==> src/rtl/mw_pkg.sv <==
package mw_pkg;

  typedef enum logic [1:0] {
    MW_INVERT = 2'b00,
    MW_BAD    = 2'b01,
    MW_ZERO   = 2'b10,
    MW_KEEP   = 2'b11
  } mw_op_e;

  function automatic int unsigned lane_count(input int unsigned width,
                                             input int unsigned lane_w);
    return width / lane_w;
  endfunction

endpackage

==> src/rtl/mw_decode.sv <==
module mw_decode #(
  parameter int DATA_W   = 64,
  parameter int NARROW_W = 32,
  parameter int IMM_W    = 16,
  localparam int LANES    = DATA_W / IMM_W,
  localparam int SEL_W    = $clog2(LANES),
  localparam int NARROW_L = NARROW_W / IMM_W
) (
  input  logic             valid,
  input  logic             wide,
  input  logic [1:0]       opc,
  input  logic [SEL_W-1:0] lane,
  output mw_pkg::mw_op_e   op,
  output logic             legal_wen,
  output logic             illegal
);
  import mw_pkg::*;

  logic bad_code;
  logic bad_lane;

  always_comb begin
    op       = mw_op_e'(opc);
    bad_code = (op == MW_BAD);
    bad_lane = !wide && (int'(lane) >= NARROW_L);
    illegal  = valid && (bad_code || bad_lane);
    legal_wen = valid && !bad_code && !bad_lane;
  end

  always_comb begin
    if (valid) begin
      AST_DEC_EXCLUSIVE: assert (!(legal_wen && illegal));
    end
  end

endmodule

==> src/rtl/mw_lane.sv <==
module mw_lane #(
  parameter int DATA_W = 64,
  parameter int IMM_W  = 16,
  localparam int LANES = DATA_W / IMM_W,
  localparam int SEL_W = $clog2(LANES)
) (
  input  logic [SEL_W-1:0]  lane,
  input  logic [IMM_W-1:0]  imm,
  output logic [DATA_W-1:0] placed,
  output logic [DATA_W-1:0] lane_mask
);

  logic [LANES-1:0] hit;

  for (genvar g = 0; g < LANES; g++) begin : g_lane
    assign hit[g] = (lane == SEL_W'(g));
    assign placed[g*IMM_W +: IMM_W]    = hit[g] ? imm : '0;
    assign lane_mask[g*IMM_W +: IMM_W] = {IMM_W{hit[g]}};
  end

  always_comb begin
    AST_ONE_LANE: assert ($onehot0(hit) && hit != '0);
  end

endmodule

==> src/rtl/mw_merge.sv <==
module mw_merge #(
  parameter int DATA_W   = 64,
  parameter int NARROW_W = 32
) (
  input  mw_pkg::mw_op_e    op,
  input  logic              wide,
  input  logic              legal,
  input  logic [DATA_W-1:0] placed,
  input  logic [DATA_W-1:0] lane_mask,
  input  logic [DATA_W-1:0] cur,
  output logic [DATA_W-1:0] result
);
  import mw_pkg::*;

  localparam logic [DATA_W-1:0] LOW_MASK = {{(DATA_W-NARROW_W){1'b0}}, {NARROW_W{1'b1}}};

  logic [DATA_W-1:0] raw;

  always_comb begin
    unique case (op)
      MW_INVERT: raw = ~placed;
      MW_ZERO:   raw = placed;
      MW_KEEP:   raw = (cur & ~lane_mask) | placed;
      default:   raw = '0;
    endcase
    if (!legal)     result = '0;
    else if (!wide) result = raw & LOW_MASK;
    else            result = raw;
  end

endmodule

==> src/rtl/mw_outreg.sv <==
module mw_outreg #(
  parameter int DATA_W  = 64,
  parameter int IDX_W   = 5,
  parameter bit OUT_REG = 1'b1
) (
  input  logic              clk,
  input  logic              rst,
  input  logic [DATA_W-1:0] d_value,
  input  logic              d_wen,
  input  logic [IDX_W-1:0]  d_dst,
  input  logic              d_ill,
  output logic [DATA_W-1:0] q_value,
  output logic              q_wen,
  output logic [IDX_W-1:0]  q_dst,
  output logic              q_ill
);

  if (OUT_REG) begin : g_reg
    always_ff @(posedge clk) begin
      if (rst) begin
        q_value <= '0;
        q_wen   <= 1'b0;
        q_dst   <= '0;
        q_ill   <= 1'b0;
      end else begin
        q_value <= d_value;
        q_wen   <= d_wen;
        q_dst   <= d_dst;
        q_ill   <= d_ill;
      end
    end
  end else begin : g_pass
    logic unused_clk;
    assign unused_clk = clk ^ rst;
    assign q_value = d_value;
    assign q_wen   = d_wen;
    assign q_dst   = d_dst;
    assign q_ill   = d_ill;
  end

endmodule

==> src/rtl/mw_exec.sv <==
module mw_exec #(
  parameter int DATA_W   = 64,
  parameter int NARROW_W = 32,
  parameter int IMM_W    = 16,
  parameter int IDX_W    = 5,
  parameter bit OUT_REG  = 1'b1,
  localparam int LANES   = DATA_W / IMM_W,
  localparam int SEL_W   = $clog2(LANES)
) (
  input  logic              clk,
  input  logic              rst,
  input  logic              in_valid,
  input  logic              in_wide,
  input  logic [1:0]        in_opc,
  input  logic [SEL_W-1:0]  in_lane,
  input  logic [IMM_W-1:0]  in_imm,
  input  logic [IDX_W-1:0]  in_dst,
  input  logic [DATA_W-1:0] in_cur,
  output logic [DATA_W-1:0] out_value,
  output logic              out_wen,
  output logic [IDX_W-1:0]  out_dst,
  output logic              out_illegal
);
  import mw_pkg::*;

  mw_op_e            op;
  logic              wen_c;
  logic              ill_c;
  logic [DATA_W-1:0] placed;
  logic [DATA_W-1:0] lane_mask;
  logic [DATA_W-1:0] result;

  mw_decode #(.DATA_W(DATA_W), .NARROW_W(NARROW_W), .IMM_W(IMM_W)) u_dec (
    .valid(in_valid), .wide(in_wide), .opc(in_opc), .lane(in_lane),
    .op(op), .legal_wen(wen_c), .illegal(ill_c)
  );

  mw_lane #(.DATA_W(DATA_W), .IMM_W(IMM_W)) u_lane (
    .lane(in_lane), .imm(in_imm), .placed(placed), .lane_mask(lane_mask)
  );

  mw_merge #(.DATA_W(DATA_W), .NARROW_W(NARROW_W)) u_merge (
    .op(op), .wide(in_wide), .legal(wen_c), .placed(placed),
    .lane_mask(lane_mask), .cur(in_cur), .result(result)
  );

  mw_outreg #(.DATA_W(DATA_W), .IDX_W(IDX_W), .OUT_REG(OUT_REG)) u_out (
    .clk(clk), .rst(rst),
    .d_value(result), .d_wen(wen_c), .d_dst(in_dst), .d_ill(ill_c),
    .q_value(out_value), .q_wen(out_wen), .q_dst(out_dst), .q_ill(out_illegal)
  );

  AST_WEN_ILL_EXCL: assert property (@(posedge clk) disable iff (rst)
    !(out_wen && out_illegal));

  if (OUT_REG) begin : g_chk
    AST_IDLE_QUIET: assert property (@(posedge clk) disable iff (rst)
      ($past(!rst) && $past(!in_valid)) |-> (!out_wen && !out_illegal));
    AST_BAD_CODE: assert property (@(posedge clk) disable iff (rst)
      ($past(!rst) && $past(in_valid) && $past(in_opc) == 2'b01)
        |-> (out_illegal && !out_wen && out_value == '0));
    AST_NARROW_LANE: assert property (@(posedge clk) disable iff (rst)
      ($past(!rst) && $past(in_valid) && $past(!in_wide) && $past(in_lane[SEL_W-1]))
        |-> (out_illegal && !out_wen));
    AST_NARROW_UPPER: assert property (@(posedge clk) disable iff (rst)
      ($past(!rst) && $past(in_valid) && $past(!in_wide))
        |-> (out_value[DATA_W-1:NARROW_W] == '0));
    AST_KEEP_OTHERS: assert property (@(posedge clk) disable iff (rst)
      ($past(!rst) && $past(in_valid) && $past(in_wide) && $past(in_opc) == 2'b11)
        |-> ((out_value & ~$past(lane_mask)) == ($past(in_cur) & ~$past(lane_mask))));
  end

endmodule

==> config.mk <==
export PLATFORM = sky130hd
export DESIGN_NAME = mw_exec
export DESIGN_NICKNAME = d
export VERILOG_FILES = /design/src/rtl/mw_pkg.sv /design/src/rtl/mw_decode.sv /design/src/rtl/mw_lane.sv /design/src/rtl/mw_merge.sv /design/src/rtl/mw_outreg.sv /design/src/rtl/mw_exec.sv
export SDC_FILE = /design/constraint.sdc
export NUM_CORES = 1
export LEC_CHECK = 0
export ABC_AREA = 1
export BUFFER_PORTS_ARGS = -buffer_cell sky130_fd_sc_hd__buf_2
export CAP_MARGIN = 20
export CORE_MARGIN = 1.5
export CORE_UTILIZATION = 51
export DETAILED_ROUTE_END_ITERATION = 10
export PLACE_DENSITY = 0.85
export SKIP_LAST_GASP = 1
export SLEW_MARGIN = 0
export SYNTH_ARGS = -nofsm -noshare
export SYNTH_HDL_FRONTEND = slang
export SYNTH_SLANG_ARGS = --single-unit
==> constraint.sdc <==
create_clock -name clk -period 2.99 [get_ports clk]
set_clock_uncertainty 0.15 [all_clocks]
set_input_delay 0.897 -clock clk [delete_from_list [all_inputs] [get_ports clk]]
set_output_delay 0.897 -clock clk [all_outputs]
set_load 0.1 [all_outputs]
Word-level counts from Yosys, hierarchy flattened

Index checks and enable logic that the tools add are counted.

$lt $le $gt $ge: 1
Equal/unequal tests: 6
Muxes and demuxes: 5
Bitwise gates (word level): 6
Reduce and logical (&&, ||, !) cells: 12

Operators by type and width:

| cell                                                             | count |
|---|---|
| 64-bit case mux with 3 select lines                              | 1 |
| 64-bit inverter                                                  | 2 |
| 64-bit AND                                                       | 1 |
| 16-bit 2-to-1 mux                                                | 4 |
| 64-bit OR                                                        | 1 |
| 2-bit == test (second input constant)                            | 4 |
| 2-bit by 1-bit == test with 1-bit output (second input constant) | 2 |
| 1-bit logical AND                                                | 4 |
| 2-bit logical NOT                                                | 2 |
| 1-bit logical NOT                                                | 3 |
| 3-bit OR reduction                                               | 1 |
| 2-bit >= comparator (second input constant)                      | 1 |
| 1-bit inverter                                                   | 2 |
| 2-bit OR reduction                                               | 1 |
| 1-bit logical OR                                                 | 1 |

Bits in registers: 71
Bits of input ports: 93
Output and inout port bits: 71
Logic and storage cells: 35

Logic depth before layout (Yosys ltp)

Gate-level depths: netlist (run 1).

Word-level depth: 6
Mapped depth: 8

Hierarchy

From an unflattened synthesis (run 1), not the netlist that was laid out.

Cell total of the unflattened synthesis: 862
Area total of the unflattened synthesis: 5,449.0 sq um

By module, submodules not included:

| module    | times used | cells an instance | area each (sq um) | seq. area each (sq um) |
|---|---|---|---|---|
| mw_merge  | 1          | 477               | 2,501.1           | 0.0 |
| mw_outreg | 1          | 221               | 2,044.5           | 1,421.4 |
| mw_lane   | 1          | 154               | 843.3             | 0.0 |
| mw_decode | 1          | 10                | 60.1              | 0.0 |

Least setup slack after synthesis (run 1)

Ideal clock, no wire load.

Path type: register -> output
From: register u_out.q_dst[0]
To: output out_dst[0]
Arrival: 909 ps
Path slack: 1,034 ps
Stages on the path, launching flop included: 1
Path through: dfxtp_1

RTL lines:

| what                     | line            | text |
|---|---|---|
| start: declaration       | mw_outreg.sv:14 | `output logic [IDX_W-1:0] q_dst,` |
| start signal: assignment | mw_outreg.sv:28 | `q_dst <= d_dst;` |
| end: declaration         | mw_exec.sv:21   | `output logic [IDX_W-1:0] out_dst,` |

No word-level cell between the ends.

Worst setup path after layout (run 1)

From: register u_out.q_wen
To: output out_wen

RTL lines:

| what                     | line            | text |
|---|---|---|
| start: declaration       | mw_outreg.sv:13 | `output logic q_wen,` |
| start signal: assignment | mw_outreg.sv:27 | `q_wen <= d_wen;` |
| end: declaration         | mw_exec.sv:20   | `output logic out_wen,` |

No word-level cell between the ends.

==> summary.md, run 1 <==
| Metric | Value |
|---|---|
| Run status | `finished, final reports clean` |
| Worst-path fanout max | `1` |
| Crit path buf inv count | `1` |
| Postcts setup bufs | `0` |
| Slowest CP cell | `buf_2` |
| Top sig layer | `met4` |
| Clk pwr share | `between 20% and 30%` |
| Vias | `4345` |
| Critical path type | `reg2out` |
| H-tree levels | `3` |
| Fraction of power consumed by sequential logic | `44.4%` |
| Final #Nets | `857` |
| Register area | `around 1400 um2` |
| Largest net degree at the start of global routing | `50` |
| # port buffers | `approximately 160` |
| Placed instance area | `4531 um2` |
| Clock buffer depth | `2` |
| Max stage delay on crit path | `approximately 0.43 ns` |
| WL final | `approximately 12000 um` |
| Total Routing Usage GR | `a little over 30%` |
| Primary FF master, synth | `dfxtp_1` |
| ANT cells | `0` |
| Rel. slew slack | `between 60% and 70%` |
| Initial Util | `a little over half` |
| Post-synth EDFFs | `0` |
| Yosys reg bits | `71` |
| Required time worst endpoint | `1.94 ns` |
| Avg Inst Size Synth | `slightly below 6 um2` |
| Initial drt markers | `around 300` |
| Most frequent cells after synthesis | `315 x nand2_1, 71 x dfxtp_1, 62 x a21oi_1, 57 x inv_1, 49 x nand3_1` |
| DR WL/cell | `between 10 and 15 um` |
| Post-synth top area cell | `dfxtp_1` |
| Synth Instances | `620` |
| Tcrit/Tclk final | `between 70% and 80%` |
| Ratio of cells with drive above 1 in the final layout | `between 20% and 30%` |
| Routed Antenna Nets | `0` |
| Die Ht | `88.10 um` |
| Grt ovf | `0` |
| Switching power | `between 0.7 and 0.8 mW` |
| Post-layout min period | `approximately 2.2 ns` |
| Crit end category | `output port` |
| Fill cells | `roughly 670` |
| Vias in the first global route | `just under 4000` |
| Static Leak | `around 2.8 nW` |
| Max-cap violations | `0` |
| Worst setup SP type | `flop` |
| Area growth, synth to finish | `26.93%` |
| Synth top area share | `38.48%` |
| Total CTS buffers | `9` |
| First-pass GRT wire length | `roughly 18000 um` |
| Slew Limit Fails | `0` |
| CP Cell Sequence | `buf_2` |
| HPWL Detailed | `a little over 8000 um` |
| Comb power frac | `approximately 26%` |
| Remaining DRCs | `0` |
| Net Sw Frac | `between 30% and 40%` |
| DR pass1 iterations | `7` |
| Asr flop ratio synth | `0%` |
| Clock sinks | `around 70` |
| Post-synthesis sequential area ratio | `between 30% and 40%` |
| Setup TNS Final | `0 ns` |
| Final Hold Fails | `0` |
| Count of unique library cells instantiated by Yosys | `18` |
| Post-route design area | `roughly 4700 um2` |
| Top cell family by delay on the critical path | `buffers and inverters` |
| CTS tree | `yes` |
| Critical Path AT | `between 1 and 1.5 ns` |
| Cts hold-fix bufs | `0` |
| DR vias/cell | `5.029` |
| Peak Freq | `0.4609 GHz` |
| Routability congestion estimate | `around 0.91` |
| Syn nets | `about 710` |
| Root Driver | `clkbuf_8` |
| Initial antenna violation count | `0` |
| DR WL met2 | `approximately 5500 um` |
| Cell Rows | `30` |
| Met3 routed WL | `1198 um` |
| Multi-input gate area | `1859 um2` |
| DRT met1 WL | `4407 um` |
| Total die area | `around 7800 um2` |
| Cell Area, Synth | `roughly 3700 um2` |
| Die Wd | `roughly 90 um` |
| Top-count cell post-synth | `nand2_1` |
| # setup viols final | `0` |
| Peak VDD IR | `between 0.2 and 0.25 mV` |
| PwrDens | `~470 nW/um2` |
| Warnings from Yosys | `0` |
| Num ports | `roughly 160` |
| Synth area leaders | `dfxtp_1 38%, nand2_1 32%, a21oi_1 8.4%` |
| Slew @ Worst Pin | `0.5136 ns` |
| Placeable Area | `around 7000 um2` |
| Worst hold path type | `in2reg` |
| Clock slew at reported path FFs | `~0.070 ns` |
| Internal power | `~1.4 mW` |
| Unrepaired setup endpoints after global routing | `no` |
| Post-CTS sizing | `0` |
## stage by stage
| stage | utilization, % | worst slack, ns | instances | hold slack (ns) | total power [mW] |
|---|---|---|---|---|---|
| floorplan | - | 1.034 | 620 | 0.8182 | 1.415 |
| global placement | 65.60 | 0.5649 | 849 | 0.9475 | 1.553 |
| detailed placement | 65.60 | 0.5274 | 849 | 0.9591 | 1.564 |
| CTS | 67.88 | 0.8260 | 864 | 0.6003 | 2.205 |
| global route | 67.88 | 0.6759 | 864 | 0.6132 | 2.302 |
| finish | 67.88 | 0.8205 | 864 | 0.6030 | 2.205 |
## area by class of cell
type,count,area share [%]
Multi-Input combinational cell,450,39.66
Sequential cell,71,30.32
Timing Repair Buffer,171,19.22
Inverter,61,4.884
Clock buffer,14,3.256
Tap cell,96,2.562
Clock inverter,1,0.1068
## layer usage
metal  track usage (%)  vias to the layer above
li1                  -                     2171
met1             36.00                     1892
met2             49.83                      242
met3             7.634                       40
met4             16.19                        0
met5                 0                        -
## worst paths after layout
kind        start              to  slack (ns)  depth (start not counted)
max   u_out.q_wen         out_wen        0.82                          1
min     in_dst[3]  u_out.q_dst[3]        0.60                          3
## placed cells by master (no fill, tap or decap)
cell / n
a21oi_1: 62
and2_0: 1
buf_12: 2
buf_2: 163
buf_4: 6
clkbuf_1: 4
clkbuf_8: 10
clkinv_2: 1
dfxtp_1: 71
inv_1: 57
inv_2: 4
nand2_1: 315
nand2_2: 3
nand3_1: 49
nor2_1: 14
nor2_2: 1
nor2_4: 2
o21ai_0: 2
o21ai_1: 1
## logic make-up (layout without fill, tap and decap cells)
kind of cell	Yosys count	in the layout	share of synthesized area, %
buf+inv	99	247	11.31
compound gates	65	65	8.808
simple gates	385	385	41.40
flops	71	71	38.48
## state kept, by name, indices dropped and copies added, names as in the netlist
name,flops
u_out.q_dst,5
u_out.q_ill,1
u_out.q_value,64
u_out.q_wen,1
## power groups by stage
stage	combinational, mW	clock (mW)	sequential [mW]
after detailed placement	0.564	0	1.00
after global placement	0.553	0	1.00
final	0.571	0.655	0.979
after floorplan	0.219	0	1.20
after CTS	0.568	0.658	0.979
after global routing	0.619	0.703	0.980
Power figures use the tool's default switching activity.
==> run 2: changes to the inputs <==
Settings changed: ABC_AREA 1 to 0, CORE_UTILIZATION 51 to 41, PLACE_DENSITY 0.85 to 0.76.
Clock period 2.99 ns to 1.9 ns, I/O delays scaled along.
==> summary.md, run 2 <==
| Metric | Value |
|---|---|
| Run status | `finished, final reports clean` |
| Postcts setup bufs | `0 (unchanged)` |
| Vias in the first global route | `3367 (-15%)` |
| Initial antenna violation count | `0 (unchanged)` |
| Total die area | `8396 um2 (+8.2%)` |
| Count of unique library cells instantiated by Yosys | `26 (+8)` |
| Cell Area, Synth | `3221 um2 (-13%)` |
| CTS tree | `yes` |
| Top cell family by delay on the critical path | `buffers and inverters` |
| Tcrit/Tclk final | `about 97%` |
| # setup viols final | `0 (unchanged)` |
| Worst setup SP type | `flop` |
| Max stage delay on crit path | `0.43 ns (about the same)` |
| Unrepaired setup endpoints after global routing | `no` |
| Largest regs | `u_out.q_value: 64 flops, u_out.q_dst: 5 flops` |
| Most frequent cells after synthesis | `71 x dfxtp_1, 45 x a21oi_1, 32 x o22ai_1, 25 x clkbuf_1` |
| Internal power | `2.277 mW (+59%)` |
| Routability congestion estimate | `0.8278 (-9.3%)` |
| PwrDens | `811.8 nW/um2 (+73%)` |
| Total CTS buffers | `9 (unchanged)` |
| DR vias/cell | `5.739 (+14%)` |
| Top-count cell post-synth | `dfxtp_1` |
| Ratio of cells with drive above 1 in the final layout | `38.34% (+13 points)` |
| Placed instance area | `4161 um2 (-8.1%)` |
| Peak Freq | `between 0.5 and 0.6 GHz` |
| Post-synth top area cell | `dfxtp_1` |
| Num ports | `164 (unchanged)` |
| Peak VDD IR | `0.3203 mV (+28%)` |
| Switching power | `1.224 mW (+59%)` |
| Routed Antenna Nets | `0 (unchanged)` |
| Primary FF master, synth | `dfxtp_1` |
| Pwr Total | `3.501 mW (+59%)` |
| Slew Limit Fails | `0 (unchanged)` |
| Multi-input gate area | `1602 um2 (-14%)` |
| Critical Path AT | `1.12 ns (about the same)` |
| Slew @ Worst Pin | `0.5327 ns (+0.01914 ns)` |
| H-tree levels | `3 (unchanged)` |
| WL final | `10830 um (-6.1%)` |
| Avg Inst Size Synth | `8.824 um2 (+48%)` |
| Clk pwr share | `28.7% (-1.0 points)` |
| Warnings from Yosys | `0 (unchanged)` |
| Final Hold Fails | `0 (unchanged)` |
| Max FFs per register | `64 (unchanged)` |
| Cts hold-fix bufs | `0 (unchanged)` |
| Worst-path fanout max | `1 (unchanged)` |
| Post-layout min period | `around 1.8 ns` |
| Remaining DRCs | `0 (unchanged)` |
| Most frequent cells in the layout | `163 x buf_2, 71 x dfxtp_1, 45 x a21oi_1` |
| Clock slew at reported path FFs | `0.07 ns (about the same)` |
| Post-route design area | `4313 um2 (-8.0%)` |
| Setup TNS Final | `0 ns (unchanged)` |
| Syn nets | `458 (-36%)` |
| Static Leak | `2.062 nW (-27%)` |
| Post-CTS sizing | `0 (unchanged)` |
| ANT cells | `0 (unchanged)` |
| Initial Util | `42.11% (-11 points)` |
| Synth area leaders | `dfxtp_1 44%, a21oi_1 7.0%, o22ai_1 6.2%` |
| Register area | `1421 um2 (unchanged)` |
| Placeable Area | `7647 um2 (+11%)` |
| Synth Instances | `365 (-41%)` |
| DR WL/cell | `17.43 um (+31%)` |
| Die Wd | `91.63 um (+4.0%)` |
| Net Sw Frac | `34.97% (-0.059 points)` |
| Required time worst endpoint | `1.18 ns (-0.76 ns)` |
| Max-cap violations | `0 (unchanged)` |
| CP Cell Sequence | `buf_2` |
| DR pass1 iterations | `4 (-3)` |
| Comb power frac | `26.9% (+1.0 points)` |
| Clock buffer depth | `2 (unchanged)` |
| Post-synth EDFFs | `0 (unchanged)` |
| Fill cells | `714 (+7.4%)` |
| HPWL Detailed | `7755 um (-5.5%)` |
| Die Ht | `91.63 um (+4.0%)` |
| Post-synthesis sequential area ratio | `44.13% (+5.7 points)` |
| Largest net degree at the start of global routing | `36 (-28%)` |
| Rel. slew slack | `64.40% (-1.4 points)` |
| Critical path type | `reg2out` |
| Fraction of power consumed by sequential logic | `44.4% (about the same)` |
| Final #Nets | `610 (-29%)` |
| Crit path buf inv count | `1 (unchanged)` |
| Slowest CP cell | `buf_2` |
| First-pass GRT wire length | `16640 um (-8.1%)` |
| Vias | `3564 (-18%)` |
| Top reg by flops | `u_out.q_value` |
| Synth top area share | `44.13% (+5.7 points)` |
| Area growth, synth to finish | `33.92%` |
| Total Routing Usage GR | `25.28% (-4.9 points)` |
| Crit end category | `output port` |
| Grt ovf | `0 (unchanged)` |
| Initial drt markers | `239 (-20%)` |
| Yosys reg bits | `71 (unchanged)` |
| Commonest non-fill, non-tap cell in the layout | `buf_2` |
| Clock sinks | `71 (unchanged)` |
| Root Driver | `clkbuf_8` |
| Cell Rows | `32 (+6.7%)` |
| Worst hold path type | `in2reg` |
| Asr flop ratio synth | `0% (unchanged)` |
| # port buffers | `163 (unchanged)` |
==> run 2: cell types whose count changed in the layout (fill, tap and decap cells not counted), sizes merged, moves of 17 or more <==
| cell | before | now |
|---|---|---|
| nand2 | 318 | 20 |
| and3b | 0 | 17 |
| o22ai | 0 | 32 |
| nand3 | 49 | 1 |
| a31oi | 0 | 20 |
| a21oi | 62 | 45 |
| inv | 61 | 0 |
| and3 | 0 | 17 |
==> run 2: worst paths after layout <==
path,from,to,slack (ns),cells past startpoint
worst max-delay path,u_out.q_value[0],out_value[0],0.06,1
worst min-delay path,in_dst[1],u_out.q_dst[1],0.29,2
==> run 2: logic make-up after synthesis <==
| logic type | synth area share, % |
|---|---|
| buffers and inverters | 6.216 |
| flip-flops | 44.13 |
| AO/OA/AOI/OAI | 29.49 |
| AND/OR/NAND/NOR | 20.16 |
==> run 2: final cells by class <==
cell class | count | area share [%]
Clock buffer | 11 | 3.278
Clock inverter | 2 | 0.2321
Multi-Input combinational cell | 251 | 37.13
Sequential cell | 71 | 32.96
Tap cell | 102 | 2.959
Timing Repair Buffer | 184 | 23.44
==> run 2: routing by layer <==
layer | share of wire [%] | wire, um | global-route usage [%] | vias to the layer above
li1 | - | - | - | 1693
met3 | 8.8 | 958 | 5.307 | 23
met4 | 2.6 | 280 | 11.46 | 0
met5 | 0 | 0 | 0 | -
met1 | 42 | 4493 | 32.18 | 1669
met2 | 47 | 5093 | 40.98 | 179
==> run 2: power groups by stage <==
stage          registers (mW)  clock network (mW)  logic, mW
2_1_floorplan            1.98                   0      0.273
3_3_place_gp             1.59                   0      0.919
3_5_place_dp             1.59                   0      0.933
4_1_cts                  1.56                1.00      0.935
5_1_grt                  1.56                1.08      0.991
6_report                 1.56                1.00      0.943
==> run 2: through the flow <==
stage          instances  hold slack (ns)  worst slack (ns)  utilization, %
3_3_place_gp         608           0.6260           0.09248           54.42
4_1_cts              621           0.2792           0.04335           56.40
6_report             621           0.2852           0.05626           56.40
2_1_floorplan        365           0.5452            0.1460               -
3_5_place_dp         608           0.6320           0.01944           54.42
5_1_grt              621           0.2870           0.02938           56.40
